## src/rtl/flgr_pkg.sv

```systemverilog
package flgr_pkg;

  localparam int FLAG_W = 32;

  localparam int B_CARRY  = 0;
  localparam int B_ONE    = 1;
  localparam int B_PAR    = 2;
  localparam int B_ADJ    = 4;
  localparam int B_ZERO   = 6;
  localparam int B_SIGN   = 7;
  localparam int B_TRAP   = 8;
  localparam int B_INTEN  = 9;
  localparam int B_DIR    = 10;
  localparam int B_OVF    = 11;
  localparam int B_IOL_LO = 12;
  localparam int B_IOL_HI = 13;
  localparam int B_NEST   = 14;
  localparam int B_RESUME = 16;
  localparam int B_VMODE  = 17;
  localparam int B_ALIGN  = 18;
  localparam int B_VINT   = 19;
  localparam int B_VPEND  = 20;
  localparam int B_IDENT  = 21;

  typedef enum logic [1:0] {
    MODE_REAL = 2'b00,
    MODE_PROT = 2'b01,
    MODE_VIRT = 2'b10,
    MODE_ALT  = 2'b11
  } run_mode_e;

  // one-hot mask of a single bit position
  function automatic logic [FLAG_W-1:0] bitm(input int pos);
    logic [FLAG_W-1:0] m;
    m = '0;
    m[pos] = 1'b1;
    return m;
  endfunction

  // bits that a restore may ever touch
  function automatic logic [FLAG_W-1:0] live_mask();
    return bitm(B_CARRY) | bitm(B_PAR) | bitm(B_ADJ) | bitm(B_ZERO) |
           bitm(B_SIGN) | bitm(B_TRAP) | bitm(B_INTEN) | bitm(B_DIR) |
           bitm(B_OVF) | bitm(B_IOL_LO) | bitm(B_IOL_HI) | bitm(B_NEST) |
           bitm(B_RESUME) | bitm(B_VMODE) | bitm(B_ALIGN) | bitm(B_VINT) |
           bitm(B_VPEND) | bitm(B_IDENT);
  endfunction

  function automatic logic [FLAG_W-1:0] vint_mask();
    return bitm(B_VINT) | bitm(B_VPEND);
  endfunction

  function automatic logic [FLAG_W-1:0] iol_mask();
    return bitm(B_IOL_LO) | bitm(B_IOL_HI);
  endfunction

  function automatic logic [FLAG_W-1:0] vm_rf_mask();
    return bitm(B_RESUME) | bitm(B_VMODE);
  endfunction

  localparam logic [FLAG_W-1:0] FIXED_ONE = 32'h0000_0002;
  localparam logic [FLAG_W-1:0] RESET_VAL = FIXED_ONE;

endpackage

```

## src/rtl/flgr_policy.sv

```systemverilog
module flgr_policy
  import flgr_pkg::*;
#(
  parameter int W = FLAG_W
) (
  input  logic         valid,
  input  logic [1:0]   mode,
  input  logic [1:0]   cpl,
  input  logic [1:0]   iol_cur,
  input  logic         op32,
  output logic [W-1:0] wr_en,
  output logic [W-1:0] clr_en,
  output logic         reject,
  output logic         load
);

  localparam int HALF = W / 2;
  localparam logic [W-1:0] UPPER = {{(W-HALF){1'b1}}, {HALF{1'b0}}};

  logic is_real;
  logic is_virt;
  logic is_prot;
  logic priv0;
  logic int_ok;
  logic [W-1:0] keep;

  always_comb begin
    is_real = (mode == MODE_REAL);
    is_virt = (mode == MODE_VIRT);
    is_prot = !is_real && !is_virt;   // code 11 joins protected
    priv0   = is_real || (is_prot && cpl == 2'd0);
    int_ok  = is_real || (cpl <= iol_cur);
  end

  assign reject = valid && is_virt && (iol_cur != 2'b11);
  assign load   = valid && !reject;

  always_comb begin
    keep = '0;
    if (is_virt) keep = keep | vm_rf_mask() | iol_mask() | vint_mask();
    if (is_real) keep = keep | vm_rf_mask() | vint_mask();
    if (is_prot) begin
      keep = keep | vint_mask();
      if (!priv0) keep = keep | iol_mask();
    end
    if (!int_ok) keep = keep | bitm(B_INTEN);
    if (!op32)   keep = keep | UPPER;
  end

  assign wr_en  = load ? (live_mask() & ~keep) : '0;
  assign clr_en = (load && op32 && !is_virt) ? vint_mask() : '0;

endmodule

```

## src/rtl/flgr_merge.sv

```systemverilog
module flgr_merge
  import flgr_pkg::*;
#(
  parameter int W = FLAG_W
) (
  input  logic [W-1:0] old_q,
  input  logic [W-1:0] word,
  input  logic [W-1:0] wr_en,
  input  logic [W-1:0] clr_en,
  output logic [W-1:0] next_q
);

  localparam logic [W-1:0] LIVE = live_mask();

  for (genvar i = 0; i < W; i++) begin : g_bit
    if (FIXED_ONE[i]) begin : g_one
      assign next_q[i] = 1'b1;
    end else if (!LIVE[i]) begin : g_zero
      assign next_q[i] = 1'b0;
    end else begin : g_live
      assign next_q[i] = clr_en[i] ? 1'b0 : (wr_en[i] ? word[i] : old_q[i]);
    end
  end

endmodule

```

## src/rtl/flgr_state.sv

```systemverilog
module flgr_state #(
  parameter int              W   = 32,
  parameter logic [W-1:0]    RST = '0
) (
  input  logic         clk,
  input  logic         rst_n,
  input  logic         load,
  input  logic [W-1:0] next_q,
  output logic [W-1:0] q
);

  always_ff @(posedge clk) begin
    if (!rst_n)    q <= RST;
    else if (load) q <= next_q;
  end

endmodule

```

## src/rtl/flag_restore.sv

```systemverilog
module flag_restore
  import flgr_pkg::*;
#(
  parameter int W = FLAG_W
) (
  input  logic         clk,
  input  logic         rst_n,
  input  logic         rst_valid,
  output logic         rst_ready,
  input  logic [W-1:0] rst_word,
  input  logic [1:0]   mode,
  input  logic [1:0]   cpl,
  input  logic         op32,
  output logic [W-1:0] flags,
  output logic         gp_fault
);

  logic [W-1:0] q;
  logic [W-1:0] next_q;
  logic [W-1:0] wr_en;
  logic [W-1:0] clr_en;
  logic         reject;
  logic         load;

  assign rst_ready = 1'b1;

  flgr_policy #(.W(W)) u_policy (
    .valid   (rst_valid),
    .mode    (mode),
    .cpl     (cpl),
    .iol_cur (q[B_IOL_HI:B_IOL_LO]),
    .op32    (op32),
    .wr_en   (wr_en),
    .clr_en  (clr_en),
    .reject  (reject),
    .load    (load)
  );

  flgr_merge #(.W(W)) u_merge (
    .old_q  (q),
    .word   (rst_word),
    .wr_en  (wr_en),
    .clr_en (clr_en),
    .next_q (next_q)
  );

  flgr_state #(.W(W), .RST(RESET_VAL)) u_state (
    .clk    (clk),
    .rst_n  (rst_n),
    .load   (load),
    .next_q (next_q),
    .q      (q)
  );

  assign flags    = q;
  assign gp_fault = reject;

endmodule

```

## config.mk

```make
export PLATFORM = sky130hd
export DESIGN_NAME = flag_restore
export DESIGN_NICKNAME = d
export VERILOG_FILES = /design/src/rtl/flgr_pkg.sv /design/src/rtl/flgr_policy.sv /design/src/rtl/flgr_merge.sv /design/src/rtl/flgr_state.sv /design/src/rtl/flag_restore.sv
export SDC_FILE = /design/constraint.sdc
export NUM_CORES = 1
export LEC_CHECK = 0
export CAP_MARGIN = 20
export CELL_PAD_IN_SITES_DETAIL_PLACEMENT = 1
export CELL_PAD_IN_SITES_GLOBAL_PLACEMENT = 1
export CORE_MARGIN = 10
export CORE_UTILIZATION = 24
export DETAILED_ROUTE_END_ITERATION = 10
export GPL_ROUTABILITY_DRIVEN = 0
export PLACE_DENSITY = 0.82
export SETUP_SLACK_MARGIN = 0.1
export SYNTH_ARGS = -nofsm -noshare
export SYNTH_HDL_FRONTEND = slang
export SYNTH_SLANG_ARGS = --single-unit
```

## constraint.sdc

```tcl
create_clock -name clk -period 2.65 [get_ports clk]
set_clock_uncertainty 0.2 [all_clocks]
set_input_delay 0.3975 -clock clk [delete_from_list [all_inputs] [get_ports clk]]
set_output_delay 0.3975 -clock clk [all_outputs]
set_load 0.1 [all_outputs]
```

==> summary.md <==
| Metric | Value |
|---|---|
| Outcome | `finished, final reports clean` |
| Final nets | `181` |
| Critical path capture point type | `output port` |
| Initial DRC count | `22` |
| Share of layout cells above drive strength 1 | `0.203` |
| Total number of vias | `747` |
| Post-CTS setup repair buffer count | `0` |
| Seq/Total Area, Yosys | `0.392` |
| Root buffer cell | `clkbuf_8` |
| WL final | `2.72 mm` |
| Largest net degree at the start of global routing | `23` |
| Vias in the first global route | `854` |
| Slew Viols, Final | `0` |
| First-pass GRT wire length | `4.26 mm` |
| Port bufs | `42` |
| Yosys reg bits | `18` |
| Worst Hold Class | `reg -> reg` |
| # IOs | `74` |
| Clock buffer depth | `2` |
| Cell Area, Placed | `1270 sq um` |
| Relative slew margins | `0.541` |
| Max Fclk | `463 MHz` |
| Non-Filler Instances | `about 190` |
| Fin. Hold Viols | `0` |
| Post-CTS Resized | `0` |
| VDD IR max | `0.216 mV` |
| Combinational share of power | `0.376` |
| Total chip power | `0.812 mW` |
| Largest register FFs | `18` |
| Reg2reg start | `u_state.q[13]$_SDFFE_PN0P_` |
| CP Data Arrival Time | `1560 ps` |
| Slew @ Worst Pin | `686 ps` |
| Switching pwr | `0.325 mW` |
| Setup TNS | `0 ps` |
| Cell variety after synth | `23` |
| Final Cell Area | `roughly 1300 sq um` |
| H-tree Lvls | `1` |
| Pre-CTS setup slack | `448 ps` |
| Met3 wire length | `~170 um` |
| Clock insertion delay at the later pin of the skew report | `about 240 ps` |
| Ys flop type | `dfxtp_1` |
| Pre-Repair DR Iteration Count | `3` |
| Worst-path clk slew | `approximately 60 ps` |
| Clock share of power | `0.265` |
| Ant diodes | `0` |
| Tcrit/Tclk final | `0.815` |
| Reg with most FFs | `u_state.q` |
| Grt total ovfl | `0` |
| Pwr Density | `611 nW/um^2` |
| Fillers | `approximately 440` |
| Die X | `81.9 um` |
| Yosys synthesis warning count | `0` |
| Ys async rst share | `0` |
| Die footprint | `6710 sq um` |
| Fin Hold WS | `approximately 240 ps` |
| Regs by FF count | `u_state.q (18)` |
| Row Count | `22` |
| Final WS setup | `491 ps` |
| DR WL/cell | `roughly 15 um` |
| Fin util | `0.360` |
| Min cycle time layout | `~2200 ps` |
| Post-synthesis cell count | `a little under 100` |
| Final setup vio count | `0` |
| Core Area | `3690 sq um` |
| DRT met1 WL | `a little over 900 um` |
| Tot GR Track Use | `0.0812` |
| CP Data Required Time | `2050 ps` |
| HPWL Detailed | `2.34 mm` |
| Die H | `81.9 um` |
| Post-Syn Area per Cell | `about 9.5 sq um` |
| Worst setup SP type | `input port` |
| Sink Count | `18` |
| Post-route ant nets | `0` |
| CTS tree | `done` |
| Num CTS Buffers | `3` |
| RSZ-0062 raised after global routing | `false` |
| Initial core utilization | `0.249` |
| Critical path class | `in -> out` |
| CTS Hold Bufs | `0` |
| Vias per inst | `4.02` |
| Synthesized area | `~920 sq um` |
| DRC viols | `0` |
| Hold path startpoint | `u_state.q[19]$_SDFFE_PN0P_` |
| Crit-path max FO | `3` |
| Leakage | `0.605 nW` |
| Area Overhead vs Synth | `44.4%` |
| Share of power burned in registers | `0.359` |
| Cell-internal power | `about 0.49 mW` |
| Maxcap violations | `0` |
| Met2 WL | `1.58 mm` |
| Critical Path Source | `mode[1]` |
| Inst Count DP | `182` |
| Initial antenna violation count | `0` |
| Top layer in use | `met4` |
| Switching share of power | `0.400` |
| EDFF count, synth | `0` |
[Yosys cell counts (2+ instances only)]
master	count	share of area
ha_1	2	0.027
nor2_1	3	0.012
mux2i_1	13	0.14
conb_1	2	0.0082
o21ai_0	2	0.011
dfxtp_1	18	0.39
nand2_1	10	0.041
nand3_1	3	0.016
inv_1	4	0.016
o21ai_1	2	0.011
buf_4	15	0.12
nor2b_1	12	0.082
[power groups by stage]
stage	combinational, mW	clock (mW)	sequential, mW
floorplan	0.162	0	0.389
global placement	0.300	0	0.296
detailed placement	0.306	0	0.297
CTS	0.306	0.226	0.291
global route	0.318	0.239	0.293
finish	0.305	0.215	0.291
[worst max-delay path: stages]
cell and delay [ps]:
clkdlybuf4s50_1 500, nor2b_2 240, and3_2 250, buf_12 170
[routing by layer]
metal | up-vias | global-route usage
li1 | 366 | -
met1 | 354 | 0.0782
met4 | 0 | 0.0408
met2 | 25 | 0.159
met5 | - | 0
met3 | 2 | 0.0153
[worst paths after layout]
kind	slack, ps	end	cells after the start
min reg2reg	240	u_state.q[19]$_SDFFE_PN0P_	2
min	240	u_state.q[19]$_SDFFE_PN0P_	2
max	490	gp_fault	4
max reg2reg	860	u_state.q[9]$_SDFFE_PN0P_	6
[cell families (layout without fill, tap and decap cells)]
logic type	Yosys count	in the layout	synth area share
and+or+nand+nor	32	32	0.189
buffers and inverters	22	50	0.170
muxes	13	13	0.141
AOI/OAI and AO/OA	8	8	0.0721
adders and majority gates	2	2	0.0272
DFF	18	18	0.392
other	2	15	0.00817
[layout by cell type (no fill, tap or decap)]
cell type         n
a21boi_4          1
a21oi_2           1
a41o_1            1
and3_2            1
buf_12            1
buf_4            18
clkbuf_8          4
clkdlybuf4s50_1  23
conb_1           15
dfxtp_1          18
ha_1              2
inv_1             4
mux2i_1          13
nand2_1          10
nand2_4           1
nand3_1           3
nor2_1            3
nor2b_1          12
nor2b_2           1
nor3b_1           1
o21ai_0           2
o21ai_1           2
o221ai_1          1
[area by class of cell]
cell class	instances	area [sq um]	area share
clock buffer	4	55.1	0.0415
inverter	4	15.0	0.0113
multi-input combinational	70	452	0.340
sequential	18	360	0.271
tap	48	60.1	0.0452
timing repair buffer	42	385	0.290
(Power assumes the default switching activity.)
